--- config.mk ---
export PLATFORM = sky130hd
export DESIGN_NAME = async_serial_port
export DESIGN_NICKNAME = d
export VERILOG_FILES = /design/src/rtl/async_serial_port.sv
export SDC_FILE = /design/constraint.sdc
export NUM_CORES = 1
export LEC_CHECK = 0
export ABC_AREA = 1
export BUFFER_PORTS_ARGS = -buffer_cell sky130_fd_sc_hd__buf_2
export CORE_AREA = 2 2 97 99
export CTS_CLUSTER_DIAMETER = 150
export DETAILED_ROUTE_END_ITERATION = 10
export DIE_AREA = 0 0 99 101
export PLACE_DENSITY = 0.69
export RECOVER_POWER = 100
export SYNTH_ARGS = -nofsm -noshare
export SYNTH_HDL_FRONTEND = slang
export SYNTH_SLANG_ARGS = --single-unit
--- constraint.sdc ---
create_clock -name clk -period 2.1 [get_ports clk]
set_input_delay 0.21 -clock clk [delete_from_list [all_inputs] [get_ports clk]]
set_output_delay 0.21 -clock clk [all_outputs]
set_load 0.02 [all_outputs]
--- src/rtl/async_serial_port.sv ---
module async_serial_port #(
  parameter int MID_DIV  = 16,
  parameter int SLOW_DIV = 64
) (
  input  logic       clk,
  input  logic       rst_n,
  input  logic       sel,
  input  logic       wr_en,
  input  logic       rd_en,
  input  logic [7:0] wdata,
  output logic [7:0] rdata,
  output logic       txd,
  input  logic       rxd,
  output logic       rts_out,
  input  logic       cts_in,
  input  logic       dcd_in,
  output logic       irq
);

  localparam int CW = $clog2(SLOW_DIV);

  typedef enum logic [1:0] {RX_IDLE, RX_START, RX_DATA} rx_state_t;

  logic [7:0] ctrl;
  logic [CW-1:0] bit_len_m1;

  wire [2:0] fmt      = ctrl[4:2];
  wire [1:0] txc      = ctrl[6:5];
  wire       mrst     = (ctrl[1:0] == 2'd3);
  wire       rie      = ctrl[7];
  wire       tie      = (txc == 2'd1);
  wire       brk      = (txc == 2'd3);
  wire       dbits8   = fmt[2];
  wire       has_par  = (fmt != 3'd4) && (fmt != 3'd5);
  wire       odd_par  = fmt[0];
  wire       two_stop = (fmt == 3'd0) || (fmt == 3'd1) || (fmt == 3'd4);
  wire [3:0] n_data   = dbits8 ? 4'd8 : 4'd7;

  assign rts_out = (txc == 2'd2);

  always_comb begin
    case (ctrl[1:0])
      2'd0:    bit_len_m1 = '0;
      2'd1:    bit_len_m1 = CW'(MID_DIV - 1);
      default: bit_len_m1 = CW'(SLOW_DIV - 1);
    endcase
  end

  always_ff @(posedge clk or negedge rst_n)
    if (!rst_n)                ctrl <= 8'h03;
    else if (wr_en && !sel)    ctrl <= wdata;

  // transmitter
  logic [7:0]    tdr;
  logic          tdr_full;
  logic [10:0]   tx_sr;
  logic [3:0]    tx_left;
  logic [CW-1:0] tx_div;
  logic [10:0]   tx_frame;
  logic [3:0]    tx_len;

  wire tx_busy = (tx_left != 4'd0);
  wire tx_go   = tdr_full && !tx_busy && !cts_in && !brk && !mrst;
  wire tdre    = !mrst && !tdr_full && !cts_in;

  always_comb begin
    tx_frame = '1;
    tx_frame[0] = 1'b0;
    if (dbits8) begin
      tx_frame[8:1] = tdr;
      if (has_par) tx_frame[9] = ^tdr ^ odd_par;
    end else begin
      tx_frame[7:1] = tdr[6:0];
      tx_frame[8]   = ^tdr[6:0] ^ odd_par;
    end
    tx_len = 4'd1 + n_data + {3'b000, has_par} + (two_stop ? 4'd2 : 4'd1);
  end

  always_ff @(posedge clk or negedge rst_n) begin
    if (!rst_n) begin
      tdr      <= '0;
      tdr_full <= 1'b0;
      tx_sr    <= '1;
      tx_left  <= '0;
      tx_div   <= '0;
    end else if (mrst) begin
      tdr_full <= 1'b0;
      tx_sr    <= '1;
      tx_left  <= '0;
      tx_div   <= '0;
    end else begin
      if (tx_go) begin
        tx_sr    <= tx_frame;
        tx_left  <= tx_len;
        tx_div   <= bit_len_m1;
        tdr_full <= 1'b0;
      end else if (tx_busy) begin
        if (tx_div == '0) begin
          tx_sr   <= {1'b1, tx_sr[10:1]};
          tx_left <= tx_left - 4'd1;
          tx_div  <= bit_len_m1;
        end else begin
          tx_div <= tx_div - 1'b1;
        end
      end
      if (wr_en && sel) begin
        tdr      <= wdata;
        tdr_full <= 1'b1;
      end
    end
  end

  assign txd = mrst ? 1'b1 : (brk ? 1'b0 : tx_sr[0]);

  // receiver
  logic          rs1, rs2;
  rx_state_t     rx_st;
  logic [CW-1:0] rx_div;
  logic [3:0]    rx_cnt;
  logic [7:0]    rx_sh;
  logic          rx_pbit;
  logic [7:0]    rdr;
  logic          rdrf, ovrn, fe, pe;
  logic [7:0]    rx_byte;

  wire [3:0] rx_need = n_data + {3'b000, has_par} + 4'd1;
  wire       rx_tick = (rx_st == RX_DATA) && (rx_div == '0);
  wire       rx_done = rx_tick && (rx_cnt == rx_need - 4'd1);
  wire       rd_clr  = rd_en && sel;

  assign rx_byte = dbits8 ? rx_sh : {1'b0, rx_sh[6:0]};

  always_ff @(posedge clk or negedge rst_n)
    if (!rst_n) begin
      rs1 <= 1'b1;
      rs2 <= 1'b1;
    end else begin
      rs1 <= rxd;
      rs2 <= rs1;
    end

  always_ff @(posedge clk or negedge rst_n) begin
    if (!rst_n) begin
      rx_st <= RX_IDLE;
      rx_div <= '0;
      rx_cnt <= '0;
      rx_sh <= '0;
      rx_pbit <= 1'b0;
      rdr <= '0;
      {rdrf, ovrn, fe, pe} <= '0;
    end else if (mrst) begin
      rx_st <= RX_IDLE;
      rx_cnt <= '0;
      {rdrf, ovrn, fe, pe} <= '0;
    end else begin
      if (rd_clr) {rdrf, ovrn, fe, pe} <= '0;
      case (rx_st)
        RX_IDLE:
          if (!rs2) begin
            rx_cnt <= '0;
            if (bit_len_m1 == '0) begin
              rx_st  <= RX_DATA;
              rx_div <= '0;
            end else begin
              rx_st  <= RX_START;
              rx_div <= bit_len_m1 >> 1;
            end
          end
        RX_START:
          if (rx_div == '0) begin
            rx_st  <= rs2 ? RX_IDLE : RX_DATA;
            rx_div <= bit_len_m1;
          end else begin
            rx_div <= rx_div - 1'b1;
          end
        default:
          if (rx_tick) begin
            rx_div <= bit_len_m1;
            rx_cnt <= rx_cnt + 4'd1;
            if (rx_cnt < n_data)      rx_sh[rx_cnt[2:0]] <= rs2;
            else if (rx_cnt == n_data && has_par) rx_pbit <= rs2;
            if (rx_done) begin
              rx_st <= RX_IDLE;
              if (rdrf && !rd_clr) begin
                ovrn <= 1'b1;
              end else begin
                rdr  <= rx_byte;
                rdrf <= 1'b1;
                fe   <= !rs2;
                pe   <= has_par && (^rx_byte ^ rx_pbit ^ odd_par);
              end
            end
          end else begin
            rx_div <= rx_div - 1'b1;
          end
      endcase
    end
  end

  assign irq   = (rie && rdrf) || (tie && tdre);
  assign rdata = sel ? rdr : {irq, pe, ovrn, fe, cts_in, dcd_in, tdre, rdrf};

  AST_MRST_CLEARS: assert property (@(posedge clk) disable iff (!rst_n)
    mrst |=> (!rdrf && !ovrn && !fe && !pe && !tdr_full && !tx_busy));
  AST_CTS_HOLDOFF: assert property (@(posedge clk) disable iff (!rst_n)
    (cts_in && !tx_busy) |=> !tx_busy);
  AST_OVR_KEEPS_BYTE: assert property (@(posedge clk) disable iff (!rst_n)
    (rdrf && rx_done && !rd_clr) |=> (ovrn && $stable(rdr)));
  AST_READ_CLEARS: assert property (@(posedge clk) disable iff (!rst_n)
    (rd_clr && !rx_done) |=> (!rdrf && !ovrn && !fe && !pe));
  AST_LOAD_FROM_HOLDING: assert property (@(posedge clk) disable iff (!rst_n)
    $rose(tx_busy) |-> $past(tdr_full));

endmodule

==> impl_results.md, run 1 <==
* Clk root buf: clkbuf_8
* Post-Syn Instances at 584
* Worst path max stage delay at 0.43 ns
* CP cell instances: clkinvlp_4 -> ha_1 -> inv_1 -> fa_1 -> xor2_1 -> o2111ai_1 -> o21ai_0
* Layout area overhead at 14.56%
* Final WL at 9908 um
* Busiest grt layer: met2
* Post-Syn Area per Cell at 7.503 um^2
* Clock network power share at 23.5%
* Fraction of layout cells with a size suffix above 1 at 16.09%
* All-Layer GR Usage at 21.34%
* Combinational power share at 40.6%
* Initial DRC count at 204
* Num CTS Buffers at 9
* Max Slew Vio Count at 0
* Pwr Density at 1176 mW/mm^2
* WL per Instance at 13.30 um
* Synthesized Nets at 615
* Die Height at 101 um
* Vias in the first global route at 3709
* DIE WIDTH at 99 um
* H-tree depth at 3
* Worst skew pair latency at 0.36 ns
* Drt first pass iters at 4
* Slew @ Worst Pin at 0.9781 ns
* Final-layout fill cell count at 851
* Vias at 3869
* Antenna Nets Post-Route at 0
* Required time worst endpoint at 2.33 ns
* Fin crit period at 2.007 ns
* Max Clock Skew at 0.009833 ns
* Switching part of the total at 40.15%
* Starting Density at 48.81%
* Nets at 660
* First-pass GRT wire length at 17180 um
* Internal at 3.534 mW
* Finished Cell Area at 0.005020 mm^2
* #FFs+latches synth at 72
* Antenna Diode Count at 0
* DR vias/cell at 5.193
* Final setup viols at 0
* Status: completed
* Critical path type: register to register
* # Max-Cap Violations at 0
* Placed cell areas at 0.004718 mm^2
* Clock-pin slew on the worst setup and hold paths at 0.08 ns
* P_sw at 2.371 mW
* Core area at 0.008977 mm^2
* Cell Area, Synth at 0.004382 mm^2
* Pleak at 2.547 nW
* Sequential area share after synthesis at 41.52%
* Met1 usage at 28.34%
* Clk buf depth at 2
* Distinct cells, synth at 39
* Largest net degree at the start of global routing at 40
* IO Pins at 27
* Clk sinks at 72
* # rows at 35
* Core Util, Final at 55.92%
* Initial antenna violation count at 0
* Die area at 0.009999 mm^2
* Setup crit start kind: register
* WP data arrival at 2.24 ns
* CP Max Fanout at 8
* VDD IR max at 0.0004693 V
* GPL Wtd Cong at 0.8964
* Sequential share of power at 35.9%
* Slew margin rel. at 34.80%
* Worst path slowest cell: dfrtp_2
* HPWL after DPL at 7336 um
* Worst min path class: primary input to register
* GR Layer Usage met3 at 2.913%
* Residual DRC at 0
* Warnings from Yosys at 0
* GRT overflow at 0
* Crit. End Element: register
* Port bufs at 26
* Met2 Track Usage GR at 36.07%
* Tcrit/Tclk final at 95.57%
* Fin. Hold Viols at 0
* Fmax at 0.4983 GHz
* CTS tree: yes
placed cells by master, fill, tap and decap left out, drive strengths merged, types with 4 or more instances in the layout:
cell type  netlist  layout
a31oi            4       4
xor2            10      10
buf              6      35
ha              14      14
nor2            41      41
nand4           12      12
dfstp           14      14
xnor2            6       6
nand3           34      34
nor3             6       6
inv             77      77
dfrtp           58      58
clkbuf           8      21
a21oi           14      14
nand2          183     183
o21ai           80      80
o22ai            6       6
per-stage QoR:
stage	hold slack, ns	instances	setup TNS (ns)	setup slack, ns	total power, mW
2_1_floorplan	-0.08559	584	0	0.01591	3.890
3_3_place_gp	0.2281	724	0	0.1495	4.424
3_5_place_dp	0.2352	724	0	0.07350	4.508
4_1_cts	0.1108	742	0	0.06657	5.922
5_1_grt	0.1308	745	-0.01149	-0.006272	6.418
6_report	0.1140	745	0	0.09313	5.904
synth_stat cells (all sizes together):
cell / instances / area (um^2)
o21ai: 80 / 434.2
ha: 14 / 175.2
a21boi: 1 / 7.510
a31oi: 4 / 25.02
a211oi: 1 / 7.510
nor2: 41 / 197.7
xnor2: 6 / 52.55
inv: 77 / 289.0
nand4: 12 / 90.09
dfrtp: 58 / 1451
nor3: 6 / 30.03
clkinv: 1 / 3.750
nand3b: 1 / 7.510
xor2: 10 / 87.58
fa: 1 / 20.02
nand3: 34 / 182.7
clkbuf: 8 / 30.03
buf: 6 / 57.55
o31ai: 1 / 7.510
a22oi: 1 / 7.510
nand2: 183 / 709.4
o22ai: 6 / 37.54
a32oi: 1 / 8.760
or2: 1 / 6.260
a2bb2oi: 1 / 8.760
dfstp: 14 / 367.9
a21oi: 14 / 70.07
o2111ai: 1 / 8.760
state kept, by name (all words and copies together), names as in the netlist:
register and cells:
tx_sr 10, ctrl 8, rdr 8, rx_sh 8
tdr 8, rx_div 6, tx_div 6, rx_cnt 4
tx_left 4, rx_st 2, fe 1, ovrn 1
pe 1, rdrf 1, rs1 1, rs2 1
rx_pbit 1, tdr_full 1
critical path, delay by kind of cell, from the launching register on:
| family | cells | cell delay, ns |
|---|---|---|
| adder cells (fa/ha/maj) | 2 | 0.73 |
| flip-flops | 1 | 0.43 |
| AO/OA/AOI/OAI | 2 | 0.30 |
| buffers and inverters | 2 | 0.25 |
| XOR/XNOR | 1 | 0.17 |
final cells by class:
type | instances | area, um^2 | share of cell area (%)
multi-input combinational | 420 | 2210 | 44.02
sequential | 72 | 1821 | 36.27
timing repair buffer | 48 | 301.5 | 6.007
inverter | 78 | 296.5 | 5.907
tap | 111 | 138.9 | 2.767
clock buffer | 10 | 137.6 | 2.742
clock inverter | 6 | 115.1 | 2.293
power groups by stage:
| stage | Combinational [mW] | Sequential [mW] | Clock, mW |
|---|---|---|---|
| 5_1_grt | 2.79 | 2.17 | 1.46 |
| 6_report | 2.40 | 2.12 | 1.39 |
| 3_3_place_gp | 2.30 | 2.12 | 0 |
| 4_1_cts | 2.40 | 2.12 | 1.41 |
| 3_5_place_dp | 2.37 | 2.14 | 0 |
| 2_1_floorplan | 1.86 | 2.03 | 0 |
worst paths after layout:
path	cells past startpoint	to	start	slack (ns)
max in group asynchronous	3	ctrl[0]	rst_n	0.43
worst min-delay path	3	ctrl[1]	wdata[1]	0.11
worst max register to register	7	tx_left[2]	ctrl[4]	0.09
worst max-delay path	7	tx_left[2]	ctrl[4]	0.09
worst min register to register	0	rs2	rs1	0.36
min in group asynchronous	2	tx_div[4]	rst_n	0.55
what timing repair did:
| item | 4_1_cts | 5_1_grt |
|---|---|---|
| hold buffers | 2 | 0 |
| setup endpoints to repair | 0 | 29 |
| setup buffers | 0 | 3 |
| gates resized for setup | 0 | 12 |
| hold endpoints to repair | 36 | 0 |
logic make-up (layout without fill, tap and decap cells):
logic type                 Yosys count  in the layout  synth area share, %
AOI/OAI and AO/OA                  111            111                14.22
xor gates and xnor gates            16             16                3.198
adders and majority gates           15             15                4.455
buffers and inverters               92            142                8.680
DFF                                 72             72                41.52
and+or+nand+nor                    278            278                27.93
metal layers:
metal	wire, um	up-vias	share of wire (%)
met5	0	-	0
li1	-	1981	-
met3	362	10	3.7
met1	4638	1805	47
met4	148	0	1.5
met2	4758	73	48
No activity file was read; power rests on OpenSTA's default activity.
==> run 2, diff against run 1 <==
--- a/config.mk
+++ b/config.mk
@@ -7,11 +7,14 @@
 export LEC_CHECK = 0
 export ABC_AREA = 1
 export BUFFER_PORTS_ARGS = -buffer_cell sky130_fd_sc_hd__buf_2
-export CORE_AREA = 2 2 97 99
+export CELL_PAD_IN_SITES_DETAIL_PLACEMENT = 0
+export CELL_PAD_IN_SITES_GLOBAL_PLACEMENT = 2
+export CORE_AREA = 2 2 121 123
 export CTS_CLUSTER_DIAMETER = 150
 export DETAILED_ROUTE_END_ITERATION = 10
-export DIE_AREA = 0 0 99 101
-export PLACE_DENSITY = 0.69
+export DIE_AREA = 0 0 123 125
+export MAX_ROUTING_LAYER = met4
+export PLACE_DENSITY_LB_ADDON = 0.1
 export RECOVER_POWER = 100
 export SYNTH_ARGS = -nofsm -noshare
 export SYNTH_HDL_FRONTEND = slang
==> run 2 against run 1 <==
- count of clock-buffer cells in the layout rose by 1
- die area increased by 54%
- sequential cell count unchanged
- combinational power up 3%
- total power rose by 3.6%
- sequential share of layout area down 1.1 points
- via count shrank 0.34%
- final cell count is 11% higher
- register-to-register slack gained 0.06 ns
- core utilization shrank 20 points
- critical path depth increased by 5
- largest cell class unchanged
==> impl_results.md, run 2 (synthesized netlist as in run 1, its figures left out) <==
* GPL Wtd Cong at 0.7915
* Hold depth at 3
* Most frequent cells in the layout: nand2_1, inv_1, o21ai_0, dfrtp_1, nor2_1
* DR vias/cell at 4.651
* Vias at 3856
* Critical path type: register to register
* Clk buf depth at 2
* Worst Hold Slack at 0.1087 ns
* Internal at 3.688 mW
* Starting Density at 30.85%
* Die area at 0.01538 mm^2
* CP Max Fanout at 16
* Die Height at 125 um
* Reg2reg start: ctrl[4]
* WL per Instance at 14.03 um
* DIE WIDTH at 123 um
* Pwr Density at 1183 mW/mm^2
* VDD IR max at 0.0002908 V
* # Max-Cap Violations at 0
* Fin. Hold Viols at 0
* Nets at 671
* Max reg flops at 10
* Worst skew pair latency at 0.34 ns
* H-tree depth at 3
* HPWL after DPL at 8892 um
* WP data arrival at 2.18 ns
* Residual DRC at 0
* Final setup viols at 0
* Num CTS Buffers at 9
* Max Clock Skew at 0.006762 ns
* IO Pins at 27
* Antenna Diode Count at 0
* All-Layer GR Usage at 17.27%
* First-pass GRT wire length at 19870 um
* Max Slew Vio Count at 0
* Slew margin rel. at 49.11%
* P_sw at 2.429 mW
* Placed cell areas at 0.004900 mm^2
* Unrepaired setup endpoints after global routing: false
* Setup crit start kind: register
* Initial DRC count at 219
* Fin crit period at 1.944 ns
* Core area at 0.01420 mm^2
* Clock-pin slew on the worst setup and hold paths at 0.06 ns
* Drt first pass iters at 4
* Setup_tns at 0 ns
* Required time worst endpoint at 2.33 ns
* Tcrit/Tclk final at 92.58%
* Pleak at 2.591 nW
* Pre-CTS setup slack at 0.1095 ns
* GRT overflow at 0
* Core Util, Final at 36.41%
* Clk root buf: clkbuf_16
* Finished Cell Area at 0.005171 mm^2
* Layout area overhead at 18.02%
* Clock network power share at 25.3%
* Combinational power share at 40.2%
* Vias in the first global route at 3863
* Final WL at 11630 um
* Clk sinks at 72
* Slew @ Worst Pin at 0.7605 ns
* Final-layout fill cell count at 1564
* Status: completed
* Fmax at 0.5143 GHz
* Fraction of layout cells with a size suffix above 1 at 15.97%
* Launch point of the worst path: ctrl[4]
* Initial antenna violation count at 0
* R2R Setup Slk at 0.16 ns
* Largest net degree at the start of global routing at 31
* Antenna Nets Post-Route at 0
* Commonest non-fill, non-tap cell in the layout: nand2_1
* Top reg by flops: tx_sr
* CTS tree: yes
* Switching part of the total at 39.71%
* Fin worst setup slack at 0.1558 ns
* Crit. End Element: register
* Sequential share of power at 34.5%
* R2R cell count at 12
* Worst min path class: primary input to register
* Port bufs at 26
* # rows at 44
* Worst hold path startpoint: wdata[0]
run 2: worst max-delay path: stages (launching register included):
cell,delay (ns)
dfrtp_2,0.44
nand3_1,0.12
nand2_2,0.09
ha_1,0.29
inv_1,0.05
nand2_2,0.06
nand2_2,0.05
nor2_4,0.08
nand4_1,0.11
or2_1,0.23
buf_6,0.16
nand2_1,0.08
o21ai_2,0.05
run 2: final timing paths:
| check | endpoint |
|---|---|
| max | rdr[2] |
| min | ctrl[0] |
| max reg2reg | rdr[2] |
| min reg2reg | rs2 |
| max in group asynchronous | ctrl[4] |
| min in group asynchronous | tx_div[4] |
run 2: final cells by class:
class	count	area, um^2	share of cell area, %
inverter	78	296.5	5.734
clock inverter	5	56.30	1.089
timing repair buffer	59	360.3	6.968
sequential	72	1821	35.20
clock buffer	11	242.7	4.694
tap	184	230.2	4.452
multi-input combinational	420	2165	41.86
run 2: routing by layer:
layer  track usage, %  part of all wire [%]
met4            5.882                   1.9
met1            23.24                    51
met2            26.03                    45
met3            3.285                   2.8
met5                -                     0
run 2: timing repair:
item                                    CTS  global route
gates resized for setup                   0             5
setup buffers                             0             2
hold buffers                              2             0
hold endpoints to repair                 23             0
endpoints found under the setup margin    0            16
run 2: power by group through the flow:
stage          Sequential [mW]  Clock (mW)  Combinational, mW
2_1_floorplan             2.03           0               1.86
3_3_place_gp              2.13           0               2.50
3_5_place_dp              2.13           0               2.50
4_1_cts                   2.11        1.60               2.51
5_1_grt                   2.17        1.67               2.87
6_report                  2.11        1.55               2.46
run 2: stage by stage:
step                total power [mW]  std cells
finish                         6.118        829
global route                   6.714        829
CTS                            6.225        827
detailed placement             4.624        809
global placement               4.623        809
floorplan                      3.890        584
